[config.mk]
export PLATFORM = sky130hd
export DESIGN_NAME = frac_rate_gen
export DESIGN_NICKNAME = d
export VERILOG_FILES = /design/src/rtl/frac_rate_pkg.sv /design/src/rtl/frac_rate_tbsel.sv /design/src/rtl/frac_rate_acc.sv /design/src/rtl/frac_rate_chan.sv /design/src/rtl/frac_rate_gen.sv
export SDC_FILE = /design/constraint.sdc
export NUM_CORES = 1
export LEC_CHECK = 0
export ABC_AREA = 1
export ABC_CLOCK_PERIOD_IN_PS = 3700
export BUFFER_PORTS_ARGS = -buffer_cell sky130_fd_sc_hd__buf_2
export CORE_ASPECT_RATIO = 1.25
export CORE_MARGIN = 5
export CORE_UTILIZATION = 45
export DETAILED_ROUTE_END_ITERATION = 10
export PLACE_DENSITY = 0.67
export SLEW_MARGIN = 20
export SYNTH_ARGS = -nofsm -noshare
export SYNTH_HDL_FRONTEND = slang
export SYNTH_SLANG_ARGS = --single-unit
[constraint.sdc]
create_clock -name clk -period 3.7 [get_ports clk]
set_clock_uncertainty 0.1 [all_clocks]
set_input_delay 0.74 -clock clk [delete_from_list [all_inputs] [get_ports clk]]
set_output_delay 0.74 -clock clk [all_outputs]
set_load 0.02 [all_outputs]
[src/rtl/frac_rate_pkg.sv]
package frac_rate_pkg;
  typedef enum logic [1:0] {
    FLD_TBSEL = 2'd0,
    FLD_NUM   = 2'd1,
    FLD_DEN   = 2'd2,
    FLD_LINK  = 2'd3
  } cfg_field_e;

  localparam int unsigned SEL_W = 2;
endpackage

[src/rtl/frac_rate_tbsel.sv]
module frac_rate_tbsel #(
  parameter int unsigned NUM_REF = 3,
  parameter int unsigned SEL_W   = 2
) (
  input  logic [NUM_REF-1:0] ref_tick_i,
  input  logic [SEL_W-1:0]   sel_i,
  input  logic               enable_i,
  output logic               tick_o
);
  logic picked;

  always_comb begin
    picked = 1'b0;
    for (int k = 0; k < NUM_REF; k++) begin
      if (sel_i == SEL_W'(k)) picked = ref_tick_i[k];
    end
    tick_o = enable_i & picked;
  end
endmodule

[src/rtl/frac_rate_acc.sv]
module frac_rate_acc #(
  parameter int unsigned W = 16
) (
  input  logic         clk,
  input  logic         rst_n,
  input  logic         clear_i,
  input  logic         tick_i,
  input  logic [W-1:0] num_i,
  input  logic [W-1:0] den_i,
  output logic [W-1:0] acc_o,
  output logic         strobe_o
);
  logic [W:0]   sum;
  logic [W:0]   diff;
  logic [W-1:0] acc_q, acc_d;
  logic         stb_q, stb_d;

  always_comb begin
    sum   = {1'b0, acc_q} + {1'b0, num_i};
    diff  = sum - {1'b0, den_i};
    acc_d = acc_q;
    stb_d = 1'b0;
    if (clear_i) begin
      acc_d = '0;
    end else if (tick_i) begin
      if (sum >= {1'b0, den_i}) begin
        acc_d = diff[W-1:0];
        stb_d = 1'b1;
      end else begin
        acc_d = sum[W-1:0];
      end
    end
  end

  always_ff @(posedge clk or negedge rst_n) begin
    if (!rst_n) begin
      acc_q <= '0;
      stb_q <= 1'b0;
    end else begin
      acc_q <= acc_d;
      stb_q <= stb_d;
    end
  end

  assign acc_o    = acc_q;
  assign strobe_o = stb_q;
endmodule

[src/rtl/frac_rate_chan.sv]
module frac_rate_chan #(
  parameter int unsigned NUM_REF = 3,
  parameter int unsigned W       = 16,
  parameter int unsigned SEL_W   = 2
) (
  input  logic               clk,
  input  logic               rst_n,
  input  logic               wr_sel_i,
  input  logic               wr_num_i,
  input  logic               wr_den_i,
  input  logic               clear_i,
  input  logic [W-1:0]       wdata_i,
  input  logic [NUM_REF-1:0] ref_tick_i,
  output logic               strobe_o,
  output logic               tick_o,
  output logic               valid_o,
  output logic [W-1:0]       acc_o,
  output logic [W-1:0]       num_o,
  output logic [W-1:0]       den_o
);
  logic [SEL_W-1:0] sel_q, sel_d;
  logic [W-1:0]     num_q, num_d;
  logic [W-1:0]     den_q, den_d;
  logic             ratio_ok;

  always_comb begin
    sel_d = wr_sel_i ? wdata_i[SEL_W-1:0] : sel_q;
    num_d = wr_num_i ? wdata_i : num_q;
    den_d = wr_den_i ? wdata_i : den_q;
  end

  always_ff @(posedge clk or negedge rst_n) begin
    if (!rst_n) begin
      sel_q <= '1;
      num_q <= '0;
      den_q <= '0;
    end else begin
      sel_q <= sel_d;
      num_q <= num_d;
      den_q <= den_d;
    end
  end

  assign ratio_ok = (den_q != '0) && (num_q <= den_q);
  assign valid_o  = ratio_ok && ({{(32-SEL_W){1'b0}}, sel_q} < NUM_REF);

  frac_rate_tbsel #(
    .NUM_REF (NUM_REF),
    .SEL_W   (SEL_W)
  ) u_tbsel (
    .ref_tick_i (ref_tick_i),
    .sel_i      (sel_q),
    .enable_i   (valid_o),
    .tick_o     (tick_o)
  );

  frac_rate_acc #(
    .W (W)
  ) u_acc (
    .clk      (clk),
    .rst_n    (rst_n),
    .clear_i  (clear_i),
    .tick_i   (tick_o),
    .num_i    (num_q),
    .den_i    (den_q),
    .acc_o    (acc_o),
    .strobe_o (strobe_o)
  );

  assign num_o = num_q;
  assign den_o = den_q;
endmodule

[src/rtl/frac_rate_gen.sv]
module frac_rate_gen
  import frac_rate_pkg::*;
#(
  parameter int unsigned NUM_GEN    = 3,
  parameter int unsigned NUM_REF    = 3,
  parameter int unsigned ACC_W      = 16,
  parameter int unsigned LEAD_GEN   = 2,
  parameter int unsigned FOLLOW_GEN = 1,
  localparam int unsigned GEN_W     = (NUM_GEN > 1) ? $clog2(NUM_GEN + 1) : 1
) (
  input  logic               clk,
  input  logic               rst_n,
  input  logic [NUM_REF-1:0] ref_tick_i,
  input  logic               cfg_we_i,
  input  logic [GEN_W-1:0]   cfg_gen_i,
  input  logic [1:0]         cfg_field_i,
  input  logic [ACC_W-1:0]   cfg_data_i,
  output logic [NUM_GEN-1:0] strobe_o
);
  logic                          link_q, link_d;
  logic                          link_wr;
  logic [NUM_GEN-1:0]            own_strobe;
  logic [NUM_GEN-1:0]            gen_tick;
  logic [NUM_GEN-1:0]            gen_valid;
  logic [NUM_GEN-1:0][ACC_W-1:0] acc_w;
  logic [NUM_GEN-1:0][ACC_W-1:0] num_w;
  logic [NUM_GEN-1:0][ACC_W-1:0] den_w;

  assign link_wr = cfg_we_i && (cfg_field_e'(cfg_field_i) == FLD_LINK);

  always_comb begin
    link_d = link_wr ? cfg_data_i[0] : link_q;
  end

  always_ff @(posedge clk or negedge rst_n) begin
    if (!rst_n) link_q <= 1'b0;
    else        link_q <= link_d;
  end

  for (genvar g = 0; g < NUM_GEN; g++) begin : g_chan
    logic hit, wr_sel, wr_num, wr_den, clr;
    assign hit    = cfg_we_i && (cfg_gen_i == GEN_W'(g));
    assign wr_sel = hit && (cfg_field_e'(cfg_field_i) == FLD_TBSEL);
    assign wr_num = hit && (cfg_field_e'(cfg_field_i) == FLD_NUM);
    assign wr_den = hit && (cfg_field_e'(cfg_field_i) == FLD_DEN);
    if ((g == LEAD_GEN) || (g == FOLLOW_GEN)) begin : g_linked
      assign clr = wr_sel || wr_num || wr_den || link_wr;
    end else begin : g_plain
      assign clr = wr_sel || wr_num || wr_den;
    end

    frac_rate_chan #(
      .NUM_REF (NUM_REF),
      .W       (ACC_W),
      .SEL_W   (SEL_W)
    ) u_chan (
      .clk        (clk),
      .rst_n      (rst_n),
      .wr_sel_i   (wr_sel),
      .wr_num_i   (wr_num),
      .wr_den_i   (wr_den),
      .clear_i    (clr),
      .wdata_i    (cfg_data_i),
      .ref_tick_i (ref_tick_i),
      .strobe_o   (own_strobe[g]),
      .tick_o     (gen_tick[g]),
      .valid_o    (gen_valid[g]),
      .acc_o      (acc_w[g]),
      .num_o      (num_w[g]),
      .den_o      (den_w[g])
    );

    if (g == FOLLOW_GEN) begin : g_follow
      assign strobe_o[g] = link_q ? own_strobe[LEAD_GEN] : own_strobe[g];
    end else begin : g_direct
      assign strobe_o[g] = own_strobe[g];
    end
  end
endmodule

==> impl_metrics.ini, run 1 <==
[worst_setup_path]
start_kind = register
cp_top_family = simple AND/OR/NAND/NOR gates
worst_path_most_repeated_cell = nand2_1
max_stage_delay_ns = 0.42
crit_buf_inv = 2
setup.worst_path.end_class = register
setup.worst_path.class = reg -> reg
cp_slowest_cell = dfrtp_1
cp_max_fo = 9
critPathRequiredTime_ns = 3.93
crit_chain = ha_1, nand2_1, nor2_1, nand2_1, o21bai_1, nand2_1, nand2_1, nand2_1, inv_1, ha_1, nand2_1, nor2_1, nand4_1, o21ai_2, a21oi_4, buf_4, nand3_1, nand3_1, nand2_1
worstPathArrival_ns = 3.81

[finish]
fillCellCount = 3106
final_core_util_pct = 50.2
antenna_cells = 0
drive_gt1_share_pct = 8.71
nets = 2276
fin_area_um2 = 15100
area_growth_pct = 10.6

[synthesis]
syn_inst = 2058
yosysMostFrequentCell = nand2_1
syn-cell-area_um2 = 13600
synth_seq_cells = 154
seq_area_frac_synth_pct = 28.3
async_flop_share_pct = 100
synthesis.nets = 2234
yosysWarnings = 0
syn_area_per_cell_um2 = 6.62
yosysTopAreaCell = dfrtp_1
yosys-top-cells-area = dfrtp_1 27%, nand2_1 20%, ha_1 13%
synth_ff_type = dfrtp_1
yosys-top-cells-count = 721 x nand2_1, 313 x inv_1, 163 x nand3_1
netlist-cell-type-count = 41
synth_edf_count = 0
yosysTopAreaCellShare_pct = 27.2

[power_and_ir_drop]
ir_worst_vdd_mv = 0.641
p_leak_nw = 8.39
powerDensity_nw_per_um2 = 1020

[timing]
setup_viol = 0
min_period_ns = 3.58
fmax_ghz = 0.280
tightest_slew_ns = 0.917
whs_ns = 0.256
fin_crit_sh_pct = 96.6
max_slew_margin_pct = 38.7
final_max_slew_viol_count = 0
hold_viol_final = 0

[flow_run]
maxCapViolCount = 0

[global_route]
grt_pass1_vias = 12700
overflow = 0
grt_max_degree = 84
grt_pass1_wl_mm = 63.7
antenna_found_initial = 0
use_met3_pct = 2.22
grt_usage_pct = 23.1
met2_usage_pct = 42.6
met1_usage_pct = 27.3
busiest_layer = met2

[placement]
place.gp.congestion = 0.930
dpl_cell_area_um2 = 14200
dp_hpwl_mm = 32.1
io_buffers = 28

[floorplanning]
die_area_um2 = 33900
die_w_um = 166
die_y_um = 205
ioPinCount = 29
core_area_um2 = 30000
initial_utilization_pct = 45.4
row_count = 71

[worst_hold_path]
hp-class = in -> async

[clock_tree]
clock_path_buffers = 2
cts_tree = done
cts-htree-levels = 4
clock_latency_ns = 0.44
cts-root-buf = clkbuf_16
ctsHoldBuffers = 0
numCtsBuffers = 17
clock_sinks = 154
path_clk_slew_ns = 0.07

[outcome]
status = completed

[routing]
wirelength_mm = 39.4
avgRoutedWirePerCell_um = 15.7
drc_errors = 0
first_pass_iters = 7
dr.first_iter.drc_count = 726
num_vias = 13000
ant_nets = 0
post_drt_via_cell_ratio = 5.15
area by class of cell:
class                      instances  area, µm²  area share (%)
multi-input combinational       1547       8540            56.6
sequential                       154       3860            25.6
inverter                         323       1210            8.04
tap                              401        502            3.33
clock buffer                      20        447            2.96
timing repair buffer              57        372            2.47
clock inverter                    12        140           0.930
sequential cells by signal, summed over array words and instances (netlist names):
name	cells
g_chan.u_chan.num_o	48
g_chan.u_chan.u_acc.strobe_o	3
link_q	1
g_chan.u_chan.u_acc.acc_o	48
g_chan.u_chan.den_o	48
g_chan.u_chan.sel_q	6
worst paths after layout:
path                                                              from                                          end  slack [ns]  cells past startpoint
setup / recovery                g_chan[2].u_chan.num_o[10]$_DFFE_PN0P_  g_chan[2].u_chan.u_acc.acc_o[7]$_DFFE_PN0P_        0.12                     19
hold / removal                                                   rst_n       g_chan[2].u_chan.den_o[15]$_DFFE_PN0P_        0.26                      1
setup reg to reg                g_chan[2].u_chan.num_o[10]$_DFFE_PN0P_  g_chan[2].u_chan.u_acc.acc_o[7]$_DFFE_PN0P_        0.12                     19
hold reg to reg            g_chan[0].u_chan.u_acc.acc_o[6]$_DFFE_PN0P_  g_chan[0].u_chan.u_acc.acc_o[6]$_DFFE_PN0P_        0.39                      2
max in group asynchronous                                        rst_n        g_chan[1].u_chan.den_o[0]$_DFFE_PN0P_        2.25                      2
min in group clk           g_chan[0].u_chan.u_acc.acc_o[6]$_DFFE_PN0P_  g_chan[0].u_chan.u_acc.acc_o[6]$_DFFE_PN0P_        0.39                      2
cells by family (layout without fill, tap and decap cells):
family,Yosys count,count (layout),share of synthesized area [%]
simple gates,1131,1131,35.6
buf+inv,357,412,10.4
fa+ha+maj,150,150,14.1
mux,1,1,0.0826
flops,154,154,28.3
compound gates,226,226,8.97
xor+xnor,39,39,2.51
where the power goes:
part	total (mW)	internal, mW	switching [mW]
combinational	11.0	4.09	6.93
clock	1.81	1.02	0.783
sequential	2.53	2.17	0.360
total	15.4	7.28	8.07
cell usage in the layout (no fill, tap or decap), drive strengths merged:
cell type / n
ha: 144
a31oi: 3
bufinv: 2
nor3b: 3
nand3: 166
and3: 1
o21a: 4
a21o: 3
or2: 3
xnor2: 20
buf: 57
dfrtp: 148
dfstp: 6
mux2: 1
nand2: 749
nand4: 31
nand3b: 30
inv: 326
clkinvlp: 2
o21ai: 106
nor2: 122
xor2: 19
and2: 7
a21oi: 103
nor3: 19
clkbuf: 20
o21bai: 7
clkinv: 5
fa: 6
routing by layer:
layer	part of all wire, %	routed length, µm
met1	42	16600
met2	51	20000
met3	2.7	1060
met4	4.4	1740
met5	0	0
through the flow:
stage                     total power, mW  instances  TNS, ns  worst slack (ns)
after floorplan                      10.5       2058        0             0.573
after global placement               12.9       2475  -0.0954           -0.0327
after detailed placement             13.0       2475   -0.198           -0.0493
after CTS                            15.0       2509        0          0.000856
after global routing                 16.9       2514   -0.178           -0.0273
final                                15.4       2514        0             0.124
repair_timing:
action                                  4_1_cts  5_1_grt
setup buffers                                 2        5
endpoints found under the setup margin       17       51
pin swaps                                     0        3
resized for setup                             3       34
(Power assumes the default switching activity.)
==> inputs of run 2 (changes only) <==
--- a/config.mk
+++ b/config.mk
@@ -6,13 +6,12 @@
 export NUM_CORES = 1
 export LEC_CHECK = 0
 export ABC_AREA = 1
-export ABC_CLOCK_PERIOD_IN_PS = 3700
+export ABC_CLOCK_PERIOD_IN_PS = 3200
 export BUFFER_PORTS_ARGS = -buffer_cell sky130_fd_sc_hd__buf_2
-export CORE_ASPECT_RATIO = 1.25
 export CORE_MARGIN = 5
 export CORE_UTILIZATION = 45
 export DETAILED_ROUTE_END_ITERATION = 10
-export PLACE_DENSITY = 0.67
+export PLACE_DENSITY = 0.7
 export SLEW_MARGIN = 20
 export SYNTH_ARGS = -nofsm -noshare
 export SYNTH_HDL_FRONTEND = slang
==> constraint.sdc (replaced) <==
create_clock -name clk -period 3.2 [get_ports clk]
set_clock_uncertainty 0.1 [all_clocks]
set_input_delay 0.16 -clock clk [delete_from_list [all_inputs] [get_ports clk]]
set_output_delay 0.16 -clock clk [all_outputs]
set_load 0.02 [all_outputs]
==> run 2 against run 1 <==
Effect of this change:
- critical path type unchanged
- flip-flop and latch count did not move
- via count rose by 13%
- register-to-register slack got worse by 0.32 ns
- global-route usage rose by 2.5 points
- critical path depth fell by 1
- the flow now finishes with violations (negative setup slack)
- sequential share of layout area fell by 4.8 points
- first-iteration DRC count rose by 73%
==> impl_metrics.ini, run 2 (same netlist as run 1, synthesis figures left out) <==
[timing]
setup_viol = 48
whs_ns = 0.0491
fin_tns_setup_ns = -4.12
fin_crit_sh_pct = 106
tightest_slew_ns = 0.913
rsz0062_at_grt = yes
min_period_ns = 3.39
fmax_ghz = 0.295
setup_slack_ns = -0.192
max_slew_margin_pct = 39.0
final_max_slew_viol_count = 0
hold_viol_final = 0

[floorplanning]
die_y_um = 184
ioPinCount = 29
core_area_um2 = 29800
row_count = 63
die_w_um = 184
initial_utilization_pct = 45.7
die_area_um2 = 33900

[routing]
post_drt_via_cell_ratio = 5.34
ant_nets = 0
num_vias = 14700
avgRoutedWirePerCell_um = 16.8
first_pass_iters = 6
wirelength_mm = 46.3
drc_errors = 0
dr.first_iter.drc_count = 1259

[placement]
place.gp.congestion = 0.957
io_buffers = 28
dp_hpwl_mm = 33.6
place_inst = 2654

[global_route]
antenna_found_initial = 1
overflow = 0
grt_pass1_wl_mm = 69.5
grt_pass1_vias = 13700
grt_max_degree = 89
grt_usage_pct = 25.6

[finish]
antenna_cells = 0
multi_input_area_um2 = 10000
nets = 2527
layout_common_cells = 663 x nand2_1, 299 x inv_1, 240 x buf_4
area_growth_pct = 36.6
drive_gt1_share_pct = 27.2
fillCellCount = 2534
register_area_um2 = 3870
fin_cells = 2754
final_common_cell = nand2_1

[outcome]
status = complete, but fails checks
violations = negative setup slack

[flow_run]
maxCapViolCount = 0

[worst_setup_path]
setup.worst_path.class = reg -> reg
cp_max_fo = 8
worstPathArrival_ns = 3.62
critPathRequiredTime_ns = 3.43
start_kind = register
setup.worst_path.end_class = register

[clock_tree]
cts-htree-levels = 4
numCtsBuffers = 17
cts_tree = done
clock_sinks = 154
path_clk_slew_ns = 0.07
clock_path_buffers = 2
cts-root-buf = clkbuf_16
clock_latency_ns = 0.44

[worst_hold_path]
hp-class = in -> reg
-- run 2: changes by cell type in the layout (fill, tap and decap cells not counted), moves of 13 or more --
cell,delta
ha_1,-55
buf_4,+212
nand3_1,-48
inv_2,+14
inv_1,-14
nand2_1,-56
nand2_2,+41
nand2_4,+17
a21oi_1,-13
ha_4,+52
nand3_2,+46
dlygate4sd3_1,+17
-- run 2: what timing repair did --
action,4_1_cts,5_1_grt
gates resized for setup,136,183
pin swaps,41,119
gates cloned,5,4
endpoints found under the hold margin,113,0
hold buffers,17,0
endpoints found under the setup margin,51,51
buffers inserted,23,20
-- run 2: layout make-up --
class / instances / area share (%)
clock buffer: 20 / 2.51
clock inverter: 12 / 0.813
inverter: 323 / 6.51
multi-input combinational: 1551 / 53.7
sequential: 154 / 20.8
tap: 390 / 2.62
timing repair buffer: 304 / 13.0
-- run 2: critical path, cell delays in order (launching register included) --
cell and delay (ns):
dfrtp_1 0.37, ha_2 0.20, inv_2 0.05, fa_2 0.41
buf_4 0.15, buf_4 0.13, xnor2_1 0.32, ha_1 0.35
nand2_1 0.09, nand2_1 0.08, o21ai_0 0.18, nand2_1 0.12
nand2_2 0.12, nand2_4 0.08, nand2_8 0.12, clkbuf_16 0.18
nand3_2 0.07, nand3_1 0.11, nand2_1 0.07
-- run 2: worst paths after layout --
kind,depth (start not counted),slack (ns),startpoint,to
setup / recovery,18,-0.19,g_chan[0].u_chan.num_o[0]$_DFFE_PN0P_,g_chan[0].u_chan.u_acc.acc_o[5]$_DFFE_PN0P_
hold / removal,4,0.05,cfg_field_i[1],g_chan[2].u_chan.sel_q[0]$_DFFE_PN1P_
setup reg to reg,18,-0.19,g_chan[0].u_chan.num_o[0]$_DFFE_PN0P_,g_chan[0].u_chan.u_acc.acc_o[5]$_DFFE_PN0P_
hold reg to reg,2,0.39,g_chan[0].u_chan.u_acc.acc_o[15]$_DFFE_PN0P_,g_chan[0].u_chan.u_acc.acc_o[15]$_DFFE_PN0P_
max in group asynchronous,3,1.81,rst_n,g_chan[2].u_chan.num_o[13]$_DFFE_PN0P_
min in group asynchronous,2,0.25,rst_n,g_chan[0].u_chan.u_acc.acc_o[14]$_DFFE_PN0P_
-- run 2: through the flow --
step | util (%) | worst slack (ns) | cell area, µm²
floorplan | - | 0.0728 | 13600
global placement | 52.6 | -0.245 | 15700
detailed placement | 52.6 | -0.278 | 15700
CTS | 58.4 | 0.0000795 | 17400
global route | 62.5 | -0.296 | 18600
finish | 62.5 | -0.192 | 18600
-- run 2: per-layer routing --
| layer | part of all wire [%] | wire [µm] | track usage, % | vias up |
|---|---|---|---|---|
| li1 | - | - | - | 7135 |
| met4 | 3.0 | 1390 | 7.96 | 2 |
| met2 | 48 | 22300 | 42.6 | 523 |
| met5 | 0.028 | 13 | 0 | - |
| met3 | 6.4 | 2950 | 3.74 | 100 |
| met1 | 42 | 19600 | 34.6 | 6935 |
Power of run 2 is left out: the tool's default activity adds up to more than one toggle a clock period on the data nets, which glitch-free logic cannot reach.
